<file path="config.mk">
export PLATFORM = sky130hd
export DESIGN_NAME = tmr8_prescaled_timer
export DESIGN_NICKNAME = d
export VERILOG_FILES = /design/src/rtl/tmr8_pkg.sv /design/src/rtl/tmr8_prescaler.sv /design/src/rtl/tmr8_ext_edge.sv /design/src/rtl/tmr8_count_unit.sv /design/src/rtl/tmr8_prescaled_timer.sv
export SDC_FILE = /design/constraint.sdc
export NUM_CORES = 1
export LEC_CHECK = 0
export ABC_AREA = 1
export BUFFER_PORTS_ARGS = -buffer_cell sky130_fd_sc_hd__buf_4
export CAP_MARGIN = 20
export CORE_ASPECT_RATIO = 0.8
export CORE_UTILIZATION = 30
export DETAILED_ROUTE_END_ITERATION = 16
export PLACE_DENSITY = 0.56
export SLEW_MARGIN = 20
export SYNTH_ARGS = -nofsm -noshare
export SYNTH_HDL_FRONTEND = slang
export SYNTH_SLANG_ARGS = --single-unit
export TNS_END_PERCENT = 1
</file>
<file path="constraint.sdc">
create_clock -name clk -period 3.55 [get_ports clk]
set_input_delay 0.355 -clock clk [delete_from_list [all_inputs] [get_ports clk]]
set_output_delay 0.355 -clock clk [all_outputs]
set_load 0.02 [all_outputs]
</file>
<file path="src/rtl/tmr8_pkg.sv">
package tmr8_pkg;

    typedef enum logic [2:0] {
        CS_STOP     = 3'b000,
        CS_DIV1     = 3'b001,
        CS_DIV8     = 3'b010,
        CS_DIV64    = 3'b011,
        CS_DIV256   = 3'b100,
        CS_DIV1024  = 3'b101,
        CS_EXT_FALL = 3'b110,
        CS_EXT_RISE = 3'b111
    } tmr_cs_e;

    typedef enum logic {
        EDGE_LOW  = 1'b0,
        EDGE_HIGH = 1'b1
    } edge_st_e;

    localparam int unsigned NUM_TAPS = 4;

    // Number of low prescaler bits that must be all ones for each tap
    function automatic int unsigned tap_width(input int unsigned idx, input int unsigned pre_w);
        case (idx)
            0:       return 3;
            1:       return 6;
            2:       return 8;
            default: return pre_w;
        endcase
    endfunction

endpackage

</file>
<file path="src/rtl/tmr8_prescaler.sv">
module tmr8_prescaler
    import tmr8_pkg::*;
#(
    parameter int unsigned PRE_W = 10
) (
    input  logic                clk,
    input  logic                rst_n,
    output logic [NUM_TAPS-1:0] tap_en
);

    logic [PRE_W-1:0] pre_q;

    always_ff @(posedge clk or negedge rst_n) begin
        if (!rst_n) begin
            pre_q <= '0;
        end else begin
            pre_q <= pre_q + 1'b1;
        end
    end

    for (genvar g = 0; g < NUM_TAPS; g++) begin : g_tap
        localparam int unsigned TW = tap_width(g, PRE_W);
        assign tap_en[g] = &pre_q[TW-1:0];
    end

    // the finest tap never fires on two edges in a row
    p_tap_gap_r4: assert property (@(posedge clk) disable iff (!rst_n)
        tap_en[0] |=> !tap_en[0]);

    // the coarsest tap only fires together with every finer tap
    p_tap_nest_r4: assert property (@(posedge clk) disable iff (!rst_n)
        tap_en[NUM_TAPS-1] |-> (&tap_en));

endmodule

</file>
<file path="src/rtl/tmr8_ext_edge.sv">
module tmr8_ext_edge
    import tmr8_pkg::*;
#(
    parameter int unsigned SYNC_N = 2
) (
    input  logic clk,
    input  logic rst_n,
    input  logic pin_i,
    output logic rise_o,
    output logic fall_o
);

    logic [SYNC_N-1:0] sync_q;
    logic              pin_s;
    edge_st_e          st_q;
    edge_st_e          st_d;

    always_ff @(posedge clk or negedge rst_n) begin
        if (!rst_n) begin
            sync_q <= '0;
        end else begin
            sync_q <= {sync_q[SYNC_N-2:0], pin_i};
        end
    end

    assign pin_s = sync_q[SYNC_N-1];

    // State register
    always_ff @(posedge clk or negedge rst_n) begin
        if (!rst_n) begin
            st_q <= EDGE_LOW;
        end else begin
            st_q <= st_d;
        end
    end

    // Next state and edge pulses
    always_comb begin
        st_d   = st_q;
        rise_o = 1'b0;
        fall_o = 1'b0;
        unique case (st_q)
            EDGE_LOW: begin
                if (pin_s) begin
                    st_d   = EDGE_HIGH;
                    rise_o = 1'b1;
                end
            end
            EDGE_HIGH: begin
                if (!pin_s) begin
                    st_d   = EDGE_LOW;
                    fall_o = 1'b1;
                end
            end
        endcase
    end

    // one edge of the pin yields exactly one pulse
    p_rise_single_r5: assert property (@(posedge clk) disable iff (!rst_n)
        rise_o |=> !rise_o);

    p_fall_single_r5: assert property (@(posedge clk) disable iff (!rst_n)
        fall_o |=> !fall_o);

endmodule

</file>
<file path="src/rtl/tmr8_count_unit.sv">
module tmr8_count_unit
    import tmr8_pkg::*;
#(
    parameter int unsigned CNT_W = 8
) (
    input  logic                clk,
    input  logic                rst_n,
    input  tmr_cs_e             sel_i,
    input  logic [NUM_TAPS-1:0] tap_en,
    input  logic                ext_rise,
    input  logic                ext_fall,
    input  logic                cnt_we,
    input  logic [CNT_W-1:0]    cnt_wdata,
    input  logic                flag_we,
    input  logic                flag_wbit,
    input  logic                ovf_ack,
    output logic [CNT_W-1:0]    count_o,
    output logic                ovf_o
);

    localparam logic [CNT_W-1:0] CNT_MAX = {CNT_W{1'b1}};

    logic [CNT_W-1:0] cnt_q;
    logic             flag_q;
    logic             tick;
    logic             wrap;
    logic             clr;

    always_comb begin
        tick = 1'b0;
        unique case (sel_i)
            CS_STOP:     tick = 1'b0;
            CS_DIV1:     tick = 1'b1;
            CS_DIV8:     tick = tap_en[0];
            CS_DIV64:    tick = tap_en[1];
            CS_DIV256:   tick = tap_en[2];
            CS_DIV1024:  tick = tap_en[3];
            CS_EXT_FALL: tick = ext_fall;
            CS_EXT_RISE: tick = ext_rise;
        endcase
    end

    assign wrap = tick && !cnt_we && (cnt_q == CNT_MAX);
    assign clr  = (flag_we && flag_wbit) || ovf_ack;

    always_ff @(posedge clk or negedge rst_n) begin
        if (!rst_n) begin
            cnt_q <= '0;
        end else if (cnt_we) begin
            cnt_q <= cnt_wdata;
        end else if (tick) begin
            cnt_q <= cnt_q + 1'b1;
        end
    end

    always_ff @(posedge clk or negedge rst_n) begin
        if (!rst_n) begin
            flag_q <= 1'b0;
        end else if (wrap) begin
            flag_q <= 1'b1;
        end else if (clr) begin
            flag_q <= 1'b0;
        end
    end

    assign count_o = cnt_q;
    assign ovf_o   = flag_q;

    p_stop_hold_r2: assert property (@(posedge clk) disable iff (!rst_n)
        (sel_i == CS_STOP && !cnt_we) |=> $stable(count_o));

    p_wr_wins_r6: assert property (@(posedge clk) disable iff (!rst_n)
        cnt_we |=> (count_o == $past(cnt_wdata)));

    p_wrap_sets_r7: assert property (@(posedge clk) disable iff (!rst_n)
        (tick && !cnt_we && count_o == CNT_MAX) |=> (ovf_o && count_o == '0));

    p_ack_clears_r9: assert property (@(posedge clk) disable iff (!rst_n)
        (ovf_ack && !wrap) |=> !ovf_o);

    p_set_beats_clear_r10: assert property (@(posedge clk) disable iff (!rst_n)
        (wrap && flag_we && flag_wbit) |=> ovf_o);

endmodule

</file>
<file path="src/rtl/tmr8_prescaled_timer.sv">
module tmr8_prescaled_timer
    import tmr8_pkg::*;
#(
    parameter int unsigned CNT_W  = 8,
    parameter int unsigned PRE_W  = 10,
    parameter int unsigned SYNC_N = 2
) (
    input  logic             clk,
    input  logic             rst_n,
    input  logic             ext_pin,
    input  logic [CNT_W-1:0] wr_data,
    input  logic             cnt_we,
    input  logic             sel_we,
    input  logic             flag_we,
    input  logic             ovf_ack,
    output logic [CNT_W-1:0] count_o,
    output logic [2:0]       sel_o,
    output logic             ovf_o
);

    tmr_cs_e             sel_q;
    logic [NUM_TAPS-1:0] tap_en;
    logic                ext_rise;
    logic                ext_fall;

    always_ff @(posedge clk or negedge rst_n) begin
        if (!rst_n) begin
            sel_q <= CS_STOP;
        end else if (sel_we) begin
            sel_q <= tmr_cs_e'(wr_data[2:0]);
        end
    end

    assign sel_o = sel_q;

    tmr8_prescaler #(.PRE_W(PRE_W)) i_pre (
        .clk    (clk),
        .rst_n  (rst_n),
        .tap_en (tap_en)
    );

    tmr8_ext_edge #(.SYNC_N(SYNC_N)) i_edge (
        .clk    (clk),
        .rst_n  (rst_n),
        .pin_i  (ext_pin),
        .rise_o (ext_rise),
        .fall_o (ext_fall)
    );

    tmr8_count_unit #(.CNT_W(CNT_W)) i_cnt (
        .clk       (clk),
        .rst_n     (rst_n),
        .sel_i     (sel_q),
        .tap_en    (tap_en),
        .ext_rise  (ext_rise),
        .ext_fall  (ext_fall),
        .cnt_we    (cnt_we),
        .cnt_wdata (wr_data),
        .flag_we   (flag_we),
        .flag_wbit (wr_data[0]),
        .ovf_ack   (ovf_ack),
        .count_o   (count_o),
        .ovf_o     (ovf_o)
    );

    p_sel_load_r11: assert property (@(posedge clk) disable iff (!rst_n)
        sel_we |=> (sel_o == $past(wr_data[2:0])));

    p_sel_hold_r11: assert property (@(posedge clk) disable iff (!rst_n)
        !sel_we |=> $stable(sel_o));

endmodule

</file>
==> reports/results.ini <==
[status]
status=complete, no violations

[clock_tree]
post_cts_resized=0
path_clk_slew_ns=0.08
post_cts_buffers=0
cts_buffer_depth=2
clkLatencyLatePin_ns=0.26
h-tree-depth=1
root_buffer=clkbuf_8
cts_tree=built
cts-buffers-inserted=3
cts.sinks=25
cts_hold_buffers=1

[layout]
fin_util=0.407
stdcell_count=231
area_growth_pct=24.0
final_nets=195
diodes=0
layout-drive-gt1-share=0.267

[timing]
fin_crit_ns=1.55
period_share=0.436
drv_slew=0
fin_setup_tns_ns=0
rsz0062_at_grt=false
fin_skew_ns=0.00255
relSlewSlack=0.786
finalSetupViolations=0
tightest_slew_ns=0.320
fin_ws_ns=2.00
max_freq_mhz=646
finalHoldViolations=0

[worst_setup_path]
path_cells=ha_1 -> ha_1 -> nand2_1 -> a21oi_1 -> o21ai_4 -> nand3_4 -> nand2_1 -> nand2_1
critical_path_class=register to register
reg2reg_depth=8
cp.arrival_ns=1.70
cp_slowest_cell=dfrtp_1
reg2reg_to=i_cnt.count_o[0]
end_kind=register
cpMostUsedCell=nand2_1
r2r-start=i_pre.pre_q[0]
cp_slowest_stage_delay_ns=0.40
startpoint_type=register
worstPathMaxFanout=10
required_ns=3.71
r2r_slack_ns=2.00

[grt]
first_global_vias=996
grt_max_degree=26
antenna_found_initial=0
grt_pass1_wl_mm=4.55
gr-total-overflow=0
grtUsageTotal=0.135

[place]
hpwl_mm=2.11
gp_congestion=0.785
place_inst=226
dp_slack_ns=2.01
port_buffers=26

[detailed_routing]
drc_errors=0
wl_mm=2.77
via_count=1098
antenna_left=0
first_iter_violations=57
wl_per_cell_um=12.0
viasPerCell=4.75
dr.pass1.iters=5

[power_and_ir_drop]
power_leakage_nw=0.828
irDropWorstVdd_mv=0.231
power.density_nw_per_um2=423

[die]
core_um2=3950
die_y_um=60.8
placement_rows=20
start_util=0.328
pin_count=27
die_w_um=75.5
die-area_um2=4590

[logic_synthesis]
ys_warn_count=0
ys_seq_area_frac=0.483
netlist_instances=147
syn_nets=165
synth.distinct_cells=25
ys_seq_elements=25
avgSynthCellArea_um2=8.82
syn_area_um2=1300

[min_path]
hold_end=i_edge.sync_q[0]
min_from=ext_pin
min_path_type=input pin to register
whs_path_depth=1

[flow_run]
cap_violations=0

[placed cells by master (no fill, tap or decap), drive strengths merged]
cell,netlist,final
nand2,57,57
buf,0,26
dfrtp,25,25
inv,11,11
nand4,9,9
nand3,9,9
nor2,7,7
xor2,6,6
o21ai,6,6
xnor2,4,4
clkbuf,2,4
ha,3,3
mux2,2,2
a21oi,2,2
clkinv,1,1
nor4,1,1
nand3b,1,1
o31ai,1,1
dlygate4sd3,0,1
[routing by layer]
layer	wire length (um)	GRT usage
met1	1370	0.189
met3	93	0.0299
met2	1290	0.214
met5	0	0
met4	25	0.0317
[state kept, by name, summed over array words and instances, names as in the netlist]
signal         count
i_cnt.count_o      8
i_pre.pre_q       10
i_edge.st_q        1
sel_o              3
i_edge.sync_q      2
i_cnt.ovf_o        1
[worst max-delay path, delay by kind of cell, from the launching register on]
kind / cells / cell delay [ns]
compound gates: 2 / 0.24
fa+ha+maj: 2 / 0.45
flops: 1 / 0.40
simple gates: 4 / 0.36
[area by class of cell]
cell class / instances / area, um^2
Sequential cell: 25 / 626
Tap cell: 55 / 68.8
Clock buffer: 4 / 45.0
Fill cell: 415 / 2350
Timing Repair Buffer: 27 / 205
Multi-Input combinational cell: 108 / 617
Inverter: 12 / 46.3
[metrics by stage]
step / area [um^2] / total power [mW] / hold WS (ns)
floorplan: 1300 / 0.440 / 0.0594
global placement: 1550 / 0.515 / 0.274
detailed placement: 1550 / 0.519 / 0.281
CTS: 1610 / 0.686 / 0.186
global route: 1610 / 0.724 / 0.174
finish: 1610 / 0.680 / 0.192
[cell families (layout without fill, tap and decap cells)]
| kind of cell | after synthesis | after routing | synth area share |
|---|---|---|---|
| adder cells (fa/ha/maj) | 3 | 3 | 0.0290 |
| buffers and inverters | 14 | 43 | 0.0415 |
| AND/OR/NAND/NOR | 84 | 84 | 0.317 |
| AO/OA/AOI/OAI | 9 | 9 | 0.0454 |
| XOR/XNOR | 10 | 10 | 0.0676 |
| multiplexers | 2 | 2 | 0.0174 |
| flip-flops | 25 | 25 | 0.483 |
[worst max-delay path by stage]
stage	slack, ns	endpoint	startpoint
floorplan	2.13	i_cnt.count_o[0]	i_pre.pre_q[0]
global placement	2.06	i_cnt.count_o[0]	i_pre.pre_q[0]
CTS	1.98	i_cnt.count_o[0]	i_pre.pre_q[0]
finish	2.00	i_cnt.count_o[0]	i_pre.pre_q[0]
global route	1.88	i_cnt.count_o[1]	i_pre.pre_q[0]
detailed placement	2.01	i_cnt.count_o[2]	i_pre.pre_q[0]
[cell usage after synthesis (all sizes together)]
| library cell | n | area (um^2) |
|---|---|---|
| a21oi | 2 | 10.0 |
| mux2 | 2 | 22.5 |
| o31ai | 1 | 7.51 |
| nand3 | 9 | 70.1 |
| nor4 | 1 | 6.26 |
| nand3b | 1 | 7.51 |
| nor2 | 7 | 38.8 |
| nand4 | 9 | 56.3 |
| xnor2 | 4 | 35.0 |
| xor2 | 6 | 52.6 |
| inv | 11 | 41.3 |
| nand2 | 57 | 231 |
| dfrtp | 25 | 626 |
| o21ai | 6 | 41.3 |
| ha | 3 | 37.5 |
| clkinv | 1 | 5.00 |
| clkbuf | 2 | 7.51 |
[report_power, final]
group / switching [mW] / total, mW / internal (mW)
Combinational: 0.0995 / 0.172 / 0.0721
Sequential: 0.0339 / 0.342 / 0.308
Clock: 0.0858 / 0.166 / 0.0801
No activity file was read; power rests on OpenSTA's default activity.
